`config.mk`:
```
export PLATFORM = sky130hd
export DESIGN_NAME = gpio_cmp_port
export DESIGN_NICKNAME = d
export VERILOG_FILES = /design/src/rtl/gpcp_pkg.sv /design/src/rtl/gpcp_sync.sv /design/src/rtl/gpcp_regs.sv /design/src/rtl/gpcp_pad.sv /design/src/rtl/gpcp_irq.sv /design/src/rtl/gpio_cmp_port.sv
export SDC_FILE = /design/constraint.sdc
export NUM_CORES = 1
export LEC_CHECK = 0
export BUFFER_PORTS_ARGS = -buffer_cell sky130_fd_sc_hd__buf_2
export CAP_MARGIN = 10
export CORE_MARGIN = 8
export CORE_UTILIZATION = 35
export CTS_BUF_LIST = sky130_fd_sc_hd__clkbuf_4
export CTS_CLUSTER_SIZE = 40
export DETAILED_ROUTE_END_ITERATION = 7
export SLEW_MARGIN = 20
export SYNTH_ARGS = -nofsm -noshare
export SYNTH_HDL_FRONTEND = slang
export SYNTH_HIERARCHICAL = 1
export SYNTH_SLANG_ARGS = --single-unit
```
`constraint.sdc`:
```
create_clock -name clk -period 1.75 [get_ports clk]
set_clock_uncertainty 0.05 [all_clocks]
set_input_delay 0.0875 -clock clk [delete_from_list [all_inputs] [get_ports clk]]
set_output_delay 0.0875 -clock clk [all_outputs]
set_load 0.02 [all_outputs]
```
`src/rtl/gpcp_pkg.sv`:
```
package gpcp_pkg;

    localparam int ADDR_W = 5;

    localparam logic [ADDR_W-1:0] A_OUT  = 5'd0;
    localparam logic [ADDR_W-1:0] A_IN   = 5'd3;
    localparam logic [ADDR_W-1:0] A_MD0  = 5'd4;
    localparam logic [ADDR_W-1:0] A_MD1  = 5'd7;
    localparam logic [ADDR_W-1:0] A_MD2  = 5'd10;
    localparam logic [ADDR_W-1:0] A_CMP  = 5'd13;
    localparam logic [ADDR_W-1:0] A_MSK  = 5'd16;
    localparam logic [ADDR_W-1:0] A_LAST = 5'd18;

    typedef enum logic [2:0] {
        MD_HIZ    = 3'b000,
        MD_PULLUP = 3'b001,
        MD_OD     = 3'b010,
        MD_PP     = 3'b011,
        MD_HIZ_B  = 3'b100,
        MD_ALT_OD = 3'b101,
        MD_OD_B   = 3'b110,
        MD_ALT_PP = 3'b111
    } pad_mode_t;

endpackage

```
`src/rtl/gpcp_sync.sv`:
```
module gpcp_sync #(
    parameter int NPIN = 8
) (
    input  logic            clk,
    input  logic            rst_n,
    input  logic [NPIN-1:0] raw_i,
    output logic [NPIN-1:0] sync_o
);

    typedef struct packed {
        logic [NPIN-1:0] st1;
        logic [NPIN-1:0] st2;
    } sync_t;

    sync_t sync_d, sync_q;

    always_comb begin
        sync_d     = sync_q;
        sync_d.st1 = raw_i;
        sync_d.st2 = sync_q.st1;
    end

    always_ff @(posedge clk or negedge rst_n) begin
        if (!rst_n) sync_q <= '0;
        else        sync_q <= sync_d;
    end

    assign sync_o = sync_q.st2;

endmodule

```
`src/rtl/gpcp_regs.sv`:
```
module gpcp_regs
    import gpcp_pkg::*;
#(
    parameter int NPIN = 8
) (
    input  logic              clk,
    input  logic              rst_n,
    input  logic              bus_valid,
    input  logic              bus_write,
    input  logic [ADDR_W-1:0] bus_addr,
    input  logic [NPIN-1:0]   bus_wdata,
    input  logic [NPIN-1:0]   in_sync,
    output logic [NPIN-1:0]   bus_rdata,
    output logic [NPIN-1:0]   out_q_o,
    output logic [NPIN-1:0]   md0_o,
    output logic [NPIN-1:0]   md1_o,
    output logic [NPIN-1:0]   md2_o,
    output logic [NPIN-1:0]   cmp_o,
    output logic [NPIN-1:0]   msk_o
);

    typedef struct packed {
        logic [NPIN-1:0] latch;
        logic [NPIN-1:0] md0;
        logic [NPIN-1:0] md1;
        logic [NPIN-1:0] md2;
        logic [NPIN-1:0] cmp;
        logic [NPIN-1:0] msk;
        logic [NPIN-1:0] rdata;
    } regs_t;

    regs_t regs_d, regs_q;

    // Direct / set / clear update for a register group starting at base
    function automatic logic [NPIN-1:0] grp_update(
        input logic [NPIN-1:0]   cur,
        input logic [NPIN-1:0]   wd,
        input logic [ADDR_W-1:0] addr,
        input logic [ADDR_W-1:0] base
    );
        logic [NPIN-1:0] res;
        res = cur;
        if (addr == base)                         res = wd;
        else if (addr == base + ADDR_W'(1))       res = cur | wd;
        else if (addr == base + ADDR_W'(2))       res = cur & ~wd;
        return res;
    endfunction

    logic wr_en, rd_en;
    assign wr_en = bus_valid &&  bus_write;
    assign rd_en = bus_valid && !bus_write;

    always_comb begin
        regs_d = regs_q;
        if (wr_en) begin
            regs_d.latch = grp_update(regs_q.latch, bus_wdata, bus_addr, A_OUT);
            regs_d.md0   = grp_update(regs_q.md0,   bus_wdata, bus_addr, A_MD0);
            regs_d.md1   = grp_update(regs_q.md1,   bus_wdata, bus_addr, A_MD1);
            regs_d.md2   = grp_update(regs_q.md2,   bus_wdata, bus_addr, A_MD2);
            regs_d.cmp   = grp_update(regs_q.cmp,   bus_wdata, bus_addr, A_CMP);
            regs_d.msk   = grp_update(regs_q.msk,   bus_wdata, bus_addr, A_MSK);
        end
        if (rd_en) begin
            case (bus_addr)
                A_OUT:   regs_d.rdata = regs_q.latch;
                A_IN:    regs_d.rdata = in_sync;
                A_MD0:   regs_d.rdata = regs_q.md0;
                A_MD1:   regs_d.rdata = regs_q.md1;
                A_MD2:   regs_d.rdata = regs_q.md2;
                A_CMP:   regs_d.rdata = regs_q.cmp;
                A_MSK:   regs_d.rdata = regs_q.msk;
                default: regs_d.rdata = '0;
            endcase
        end
    end

    always_ff @(posedge clk or negedge rst_n) begin
        if (!rst_n) regs_q <= '0;
        else        regs_q <= regs_d;
    end

    assign bus_rdata = regs_q.rdata;
    assign out_q_o   = regs_q.latch;
    assign md0_o     = regs_q.md0;
    assign md1_o     = regs_q.md1;
    assign md2_o     = regs_q.md2;
    assign cmp_o     = regs_q.cmp;
    assign msk_o     = regs_q.msk;

    AST_SET_ALIAS_OR: assert property (@(posedge clk) disable iff (!rst_n)
        (wr_en && bus_addr == A_OUT + ADDR_W'(1)) |=>
            (out_q_o == ($past(out_q_o) | $past(bus_wdata))));

    AST_CLR_ALIAS_AND: assert property (@(posedge clk) disable iff (!rst_n)
        (wr_en && bus_addr == A_MSK + ADDR_W'(2)) |=>
            (msk_o == ($past(msk_o) & ~$past(bus_wdata))));

    AST_UNDEF_WRITE_INERT: assert property (@(posedge clk) disable iff (!rst_n)
        (wr_en && bus_addr > A_LAST) |=>
            ($stable(out_q_o) && $stable(md0_o) && $stable(md1_o) &&
             $stable(md2_o) && $stable(cmp_o) && $stable(msk_o)));

    AST_ALIAS_READS_ZERO: assert property (@(posedge clk) disable iff (!rst_n)
        (rd_en && bus_addr == A_CMP + ADDR_W'(1)) |=> (bus_rdata == '0));

    AST_IN_WRITE_INERT: assert property (@(posedge clk) disable iff (!rst_n)
        (wr_en && bus_addr == A_IN) |=> $stable(out_q_o));

endmodule

```
`src/rtl/gpcp_pad.sv`:
```
module gpcp_pad
    import gpcp_pkg::*;
#(
    parameter int NPIN = 8
) (
    input  logic            clk,
    input  logic            rst_n,
    input  logic [NPIN-1:0] latch_i,
    input  logic [NPIN-1:0] alt_i,
    input  logic [NPIN-1:0] md0_i,
    input  logic [NPIN-1:0] md1_i,
    input  logic [NPIN-1:0] md2_i,
    output logic [NPIN-1:0] pad_out_o,
    output logic [NPIN-1:0] pad_oe_o,
    output logic [NPIN-1:0] pull_up_o
);

    for (genvar i = 0; i < NPIN; i++) begin : g_pin
        pad_mode_t mode;
        assign mode = pad_mode_t'({md2_i[i], md1_i[i], md0_i[i]});

        always_comb begin
            pad_out_o[i] = 1'b0;
            pad_oe_o[i]  = 1'b0;
            pull_up_o[i] = 1'b0;
            case (mode)
                MD_PULLUP: pull_up_o[i] = 1'b1;
                MD_OD, MD_OD_B: pad_oe_o[i] = ~latch_i[i];
                MD_PP: begin
                    pad_oe_o[i]  = 1'b1;
                    pad_out_o[i] = latch_i[i];
                end
                MD_ALT_OD: pad_oe_o[i] = ~alt_i[i];
                MD_ALT_PP: begin
                    pad_oe_o[i]  = 1'b1;
                    pad_out_o[i] = alt_i[i];
                end
                default: ;
            endcase
        end

        AST_INPUT_UNDRIVEN: assert property (@(posedge clk) disable iff (!rst_n)
            (mode == MD_HIZ || mode == MD_HIZ_B || mode == MD_PULLUP) |->
                !pad_oe_o[i]);

        AST_OD_NEVER_HIGH: assert property (@(posedge clk) disable iff (!rst_n)
            (mode == MD_OD || mode == MD_OD_B || mode == MD_ALT_OD) |->
                !pad_out_o[i]);
    end

endmodule

```
`src/rtl/gpcp_irq.sv`:
```
module gpcp_irq #(
    parameter int NPIN = 8
) (
    input  logic            clk,
    input  logic            rst_n,
    input  logic [NPIN-1:0] in_sync,
    input  logic [NPIN-1:0] cmp_i,
    input  logic [NPIN-1:0] msk_i,
    output logic            irq_o
);

    typedef struct packed {
        logic line;
    } irq_t;

    irq_t irq_d, irq_q;
    logic [NPIN-1:0] pending;

    always_comb begin
        pending    = (in_sync ^ cmp_i) & msk_i;
        irq_d      = irq_q;
        irq_d.line = |pending;
    end

    always_ff @(posedge clk or negedge rst_n) begin
        if (!rst_n) irq_q <= '0;
        else        irq_q <= irq_d;
    end

    assign irq_o = irq_q.line;

    AST_MASKED_QUIET: assert property (@(posedge clk) disable iff (!rst_n)
        (msk_i == '0) |=> !irq_o);

    AST_MATCH_QUIET: assert property (@(posedge clk) disable iff (!rst_n)
        ((in_sync & msk_i) == (cmp_i & msk_i)) |=> !irq_o);

endmodule

```
`src/rtl/gpio_cmp_port.sv`:
```
module gpio_cmp_port
    import gpcp_pkg::*;
#(
    parameter int NPIN = 8
) (
    input  logic              clk,
    input  logic              rst_n,
    input  logic              bus_valid,
    input  logic              bus_write,
    input  logic [ADDR_W-1:0] bus_addr,
    input  logic [NPIN-1:0]   bus_wdata,
    output logic [NPIN-1:0]   bus_rdata,
    input  logic [NPIN-1:0]   pin_in,
    input  logic [NPIN-1:0]   alt_data,
    output logic [NPIN-1:0]   pad_out,
    output logic [NPIN-1:0]   pad_oe,
    output logic [NPIN-1:0]   pull_up,
    output logic              irq
);

    logic [NPIN-1:0] in_sync;
    logic [NPIN-1:0] latch, md0, md1, md2, cmp, msk;

    gpcp_sync #(.NPIN(NPIN)) i_sync (
        .clk    (clk),
        .rst_n  (rst_n),
        .raw_i  (pin_in),
        .sync_o (in_sync)
    );

    gpcp_regs #(.NPIN(NPIN)) i_regs (
        .clk       (clk),
        .rst_n     (rst_n),
        .bus_valid (bus_valid),
        .bus_write (bus_write),
        .bus_addr  (bus_addr),
        .bus_wdata (bus_wdata),
        .in_sync   (in_sync),
        .bus_rdata (bus_rdata),
        .out_q_o   (latch),
        .md0_o     (md0),
        .md1_o     (md1),
        .md2_o     (md2),
        .cmp_o     (cmp),
        .msk_o     (msk)
    );

    gpcp_pad #(.NPIN(NPIN)) i_pad (
        .clk       (clk),
        .rst_n     (rst_n),
        .latch_i   (latch),
        .alt_i     (alt_data),
        .md0_i     (md0),
        .md1_i     (md1),
        .md2_i     (md2),
        .pad_out_o (pad_out),
        .pad_oe_o  (pad_oe),
        .pull_up_o (pull_up)
    );

    gpcp_irq #(.NPIN(NPIN)) i_irq (
        .clk     (clk),
        .rst_n   (rst_n),
        .in_sync (in_sync),
        .cmp_i   (cmp),
        .msk_i   (msk),
        .irq_o   (irq)
    );

    AST_RESET_IDLE: assert property (@(posedge clk) disable iff (!rst_n)
        $rose(rst_n) |-> (!irq && pad_oe == '0));

endmodule

```
# Yosys cells after proc, flatten, opt, wreduce, memory -nomap -nowiden
# Index checks and enable logic that the tools add are counted.
[classes] bitwise_logic=31 eq_ne=66 reduce_logical=33 mux=43
[op_table] cell="8-bit 2-to-1 mux" count=18
[op_table] cell="3-bit equality test (second input constant)" count=24
[op_table] cell="8-bit AND" count=7
[op_table] cell="8-bit one-hot mux with 7 select lines" count=1
[op_table] cell="3-bit by 2-bit equality test with 1-bit output (second input constant)" count=16
[op_table] cell="8-bit bitwise OR" count=6
[op_table] cell="5-bit by 4-bit equality test with 1-bit output (second input constant)" count=8
[op_table] cell="2-bit OR reduction" count=16
[op_table] cell="3-bit by 1-bit equality test with 1-bit output (second input constant)" count=8
[op_table] cell="1-bit one-hot mux with 3 select lines" count=8
[op_table] cell="5-bit by 3-bit equality test with 1-bit output (second input constant)" count=4
[op_table] cell="3-bit nonzero test" count=6
[op_table] cell="1-bit NOT" count=16
[op_table] cell="1-bit one-hot mux with 2 select lines" count=8
[op_table] cell="5-bit equality test (second input constant)" count=3
[op_table] cell="2-bit AND reduction" count=6
[op_table] cell="5-bit by 2-bit equality test with 1-bit output (second input constant)" count=2
[op_table] cell="1-bit 2-to-1 mux" count=8
[op_table] cell="8-bit NOT" count=1
[op_table] cell="8-bit OR reduction" count=1
[op_table] cell="8-bit XOR" count=1
[op_table] cell="5-bit by 1-bit equality test with 1-bit output (second input constant)" count=1
[op_table] cell="5-bit logical NOT" count=1
[op_table] cell="1-bit logical AND" count=2
[op_table] cell="1-bit logical NOT" count=1
[word_totals] ff_bits=73 out_inout_bits=33 wordCells=183

# Logic depth before layout (Yosys ltp)
[logic_depth] word_depth=5 mapped_depth=7 ltp_nobuf=5

# By module
# Netlist, hierarchy kept.
[modules_own_cells] mod="gpcp_regs" area_per_inst_um2=3029.2 cells_per_inst=315 n_inst=1
[modules_own_cells] mod="gpcp_sync" area_per_inst_um2=400.4 cells_per_inst=16 n_inst=1
[modules_own_cells] mod="gpcp_pad" area_per_inst_um2=331.6 cells_per_inst=56 n_inst=1
[modules_own_cells] mod="gpcp_irq" area_per_inst_um2=131.4 cells_per_inst=14 n_inst=1

# Worst setup path before layout
# No wires, ideal clock.
[synth_path] kind="input-to-reg" startpoint="input port bus_addr[1]" endpoint="register with a tool-made name" setup_slack_ps=398 required_time_ps=1577 arrival_time_ps=1179 stages=7 n_path_buf=2 path_cell_list="buf_2 > nand2b_1 > nor3_2 > buf_2 > nor2_1 > o21ai_0 > nand2_1"
[synth_lines] element="start, declared" line_no="gpio_cmp_port.sv:10" text="input logic [ADDR_W-1:0] bus_addr,"

==> results by group <==
Clocking
  • Gates resized, CTS repair: 0
  • Number of sinks on the clock net: 73
  • CTS tree: yes
  • Clock buffer count from CTS: 9
  • CTS clk-pin slew, worst paths: 0.14 ns
  • Bufs on Longest Clock Path: 2
  • H-tree levels: 3
  • Clock latency on the worst-skew pair: 0.43 ns
  • CTS hold repair buffers: 17
  • # Post-CTS Setup Buffers: 0
  • Clock tree root driver cell: clkbuf_4

Timing
  • Time the worst path needs with I/O delays and setup: 1.53 ns
  • Number of setup violations in the final report: 0
  • Count of endpoints failing hold in the final timing report: 0
  • Max-slew violation count: 0
  • Actual transition at the worst max-transition pin: 0.657 ns
  • RSZ-0062 raised after global routing: false
  • Normalized max-slew margin: 56.0%
  • Setup total negative slack: 0 ns
  • Maximum operating frequency: 0.653 GHz
  • Least setup slack across all paths after layout: 0.219 ns
  • Fraction of the cycle the final worst path needs: 87.5%

Power and ir drop
  • Overall Power: 4.34 mW
  • Leakage: 2.25 nW
  • PD cells: 889 nW/um^2
  • Max VDD drop: 0.344 mV

Die
  • Core region area: 10800 sq um
  • Site Rows: 38
  • DIE WIDTH: 121 um
  • Vertical die dimension: 121 um
  • Boundary pin count: 66
  • Die footprint: 14800 sq um
  • Starting density of the core: 35.9%

Run
  • Maxcap violations: 0

GRT
  • First-pass GRT wire length: 19700 um
  • GR Util All Layers: 17.2%
  • Via count of the first global-routing pass: 3631
  • Initial antenna violation count: 0
  • Total gr overflow: 0
  • Pin count of the biggest net entering global routing: 38

Yosys
  • Top cell type by total area after synthesis: dfrtp_1
  • Number of synthesis warnings: 6
  • Nets in the synthesized netlist: 434
  • Count of state elements after synthesis: 73
  • Count of mapped cells out of synthesis: 401
  • Biggest area contributors in the synthesized netlist: dfrtp_1, a22o_1, o21ai_0
  • Post-synthesis sequential area ratio: 46.9%
  • Total standard cell area after synthesis: 3890 sq um
  • Mapped Avg Cell Area: 9.71 sq um
  • Distinct cell type count after synthesis: 43
  • Yosys top cell area share: 46.9%

Place
  • Number of port buffers: 65
  • Placer's final routability congestion estimate: 0.916
  • Worst-case setup slack after placement: 0.0555 ns
  • Post-DP HPWL: 9030 um
  • Area of placed instances: 4570 sq um

Routing
  • Iteration-0 DRC Markers: 318
  • Pre-antenna DRT Iters: 5
  • Via count of the routed design: 3603
  • Per-cell routed wire length: 19.0 um
  • Post-route DRC: 0
  • Total wire length: 12300 um
  • Routed via count divided by cell count: 5.53
  • Remaining antenna violation count after routing: 0

Cells and area
  • Fraction of the core area covered by cells at the end of the flow: 45.0%
  • Final Net Count: 539
  • Share of layout cells above drive strength 1: 26.8%
  • Count of inserted antenna diode cells: 0
  • Final cell area excluding filler cells: 4880 sq um
  • Area Growth Syn to Fin: 25.5%

Worst setup path
  • Worst setup slack for register-to-register paths: 0.22 ns
  • Critical Path RT: 2.02 ns
  • Highest net fanout along the worst path: 5
  • Cells on worst reg2reg path: 4
  • Endpoint of the worst-slack reg-to-reg timing path: i_regs/bus_rdata[0]$_DFFE_PN0P_
  • Type of element capturing the critical path: register
  • Nature of the critical path startpoint: register
  • Data arrival time at the worst-slack endpoint: 1.80 ns
  • Path type of the worst setup path: register to register

Status
  • Outcome: finished clean

Worst hold path
  • Min-delay worst type: input port to asynchronous set/reset pin
logic make-up (layout without fill, tap and decap cells):
logic type	after synthesis	in the layout	share of synthesized area, %
multiplexers	21	21	5.66
XOR/XNOR	9	9	2.03
AND/OR/NAND/NOR	126	126	17.8
AO/OA/AOI/OAI	132	132	23.4
flip-flops	73	73	46.9
buffers and inverters	40	150	4.21
area by class of cell:
class,count,area (sq um)
fillers,1055,5960
multi-input cells,288,1900
flip-flops and latches,73,1830
repair buffers,118,778
well taps,140,175
clock buffers,10,75.1
clock inverters,6,66.3
inverters,16,60.1
per-stage QoR:
stage,cells,hold slack [ns]
3_5_place_dp,618,0.122
5_1_grt,651,0.200
4_1_cts,651,0.163
2_1_floorplan,401,-0.258
3_3_place_gp,618,0.123
6_report,651,0.164
cells in the final DEF (no fill, tap or decap), types with 2 or more instances in the layout:
cell / instances
mux2i_1: 13
nor4_2: 3
mux2_1: 4
nor3b_1: 10
dlygate4sd3_1: 17
mux2_2: 4
nor3_2: 4
nand3b_1: 2
a2bb2oi_1: 2
o21ai_0: 56
xor2_1: 8
a22o_1: 40
nor3_1: 3
nand3_1: 3
dfrtp_1: 73
o211ai_1: 2
o21ai_1: 4
buf_2: 65
a31oi_1: 2
a221oi_1: 4
nand2_1: 48
nor3_4: 2
a32oi_1: 4
clkbuf_4: 10
nand2b_1: 5
nor2_2: 2
a22oi_1: 8
o221ai_1: 8
nor2_1: 33
inv_1: 15
buf_4: 35
clkinvlp_4: 2
nor4_4: 2
Yosys cell counts, drive strengths merged:
library cell  instances
dfrtp                73
o21ai                60
nand2                49
a22o                 40
nor2                 36
inv                  16
clkbuf               13
mux2i                13
buf                  11
nor3b                11
nor3                  9
a22oi                 8
mux2                  8
o221ai                8
xor2                  8
nand2b                5
nor4                  5
a221oi                4
a32oi                 4
nand3                 3
a2bb2oi               2
a31oi                 2
nand3b                2
o211ai                2
a2111oi               1
a21oi                 1
and2                  1
and3                  1
and3b                 1
nand4                 1
nor2b                 1
or4                   1
xnor2                 1
power breakdown:
group          internal (mW)  leakage, nW  total [mW]  switching, mW
clock network          0.454       0.0707        1.09          0.638
registers               1.93        0.933        2.23          0.300
logic                  0.467         1.25        1.02          0.553
total                   2.85         2.25        4.34           1.49
routing by layer:
| layer | global-route usage [%] | vias up | routed length (um) |
|---|---|---|---|
| met5 | 0 | - | 0 |
| met1 | 22.5 | 1740 | 5460 |
| met2 | 26.8 | 148 | 5580 |
| met3 | 3.58 | 32 | 872 |
| met4 | 7.48 | 0 | 432 |
| li1 | - | 1683 | - |
how the worst max path moves through the flow:
| stage | startpoint | endpoint | cells past startpoint |
|---|---|---|---|
| detailed placement | bus_addr[1] | i_regs/bus_rdata[3]$_DFFE_PN0P_ | 6 |
| CTS | register | i_regs/bus_rdata[0]$_DFFE_PN0P_ | 4 |
| floorplan | bus_addr[1] | register | 7 |
| finish | register | i_regs/bus_rdata[0]$_DFFE_PN0P_ | 4 |
| global route | register | i_regs/bus_rdata[1]$_DFFE_PN0P_ | 4 |
| global placement | bus_addr[2] | i_regs/bus_rdata[4]$_DFFE_PN0P_ | 6 |
worst max-delay path, stage by stage, from the launching register on:
cell	delay [ns]
dfrtp_1	0.46
mux2_1	0.32
a221oi_1	0.31
nand2_1	0.09
a22o_1	0.20
No activity file was read; power rests on OpenSTA's default activity.
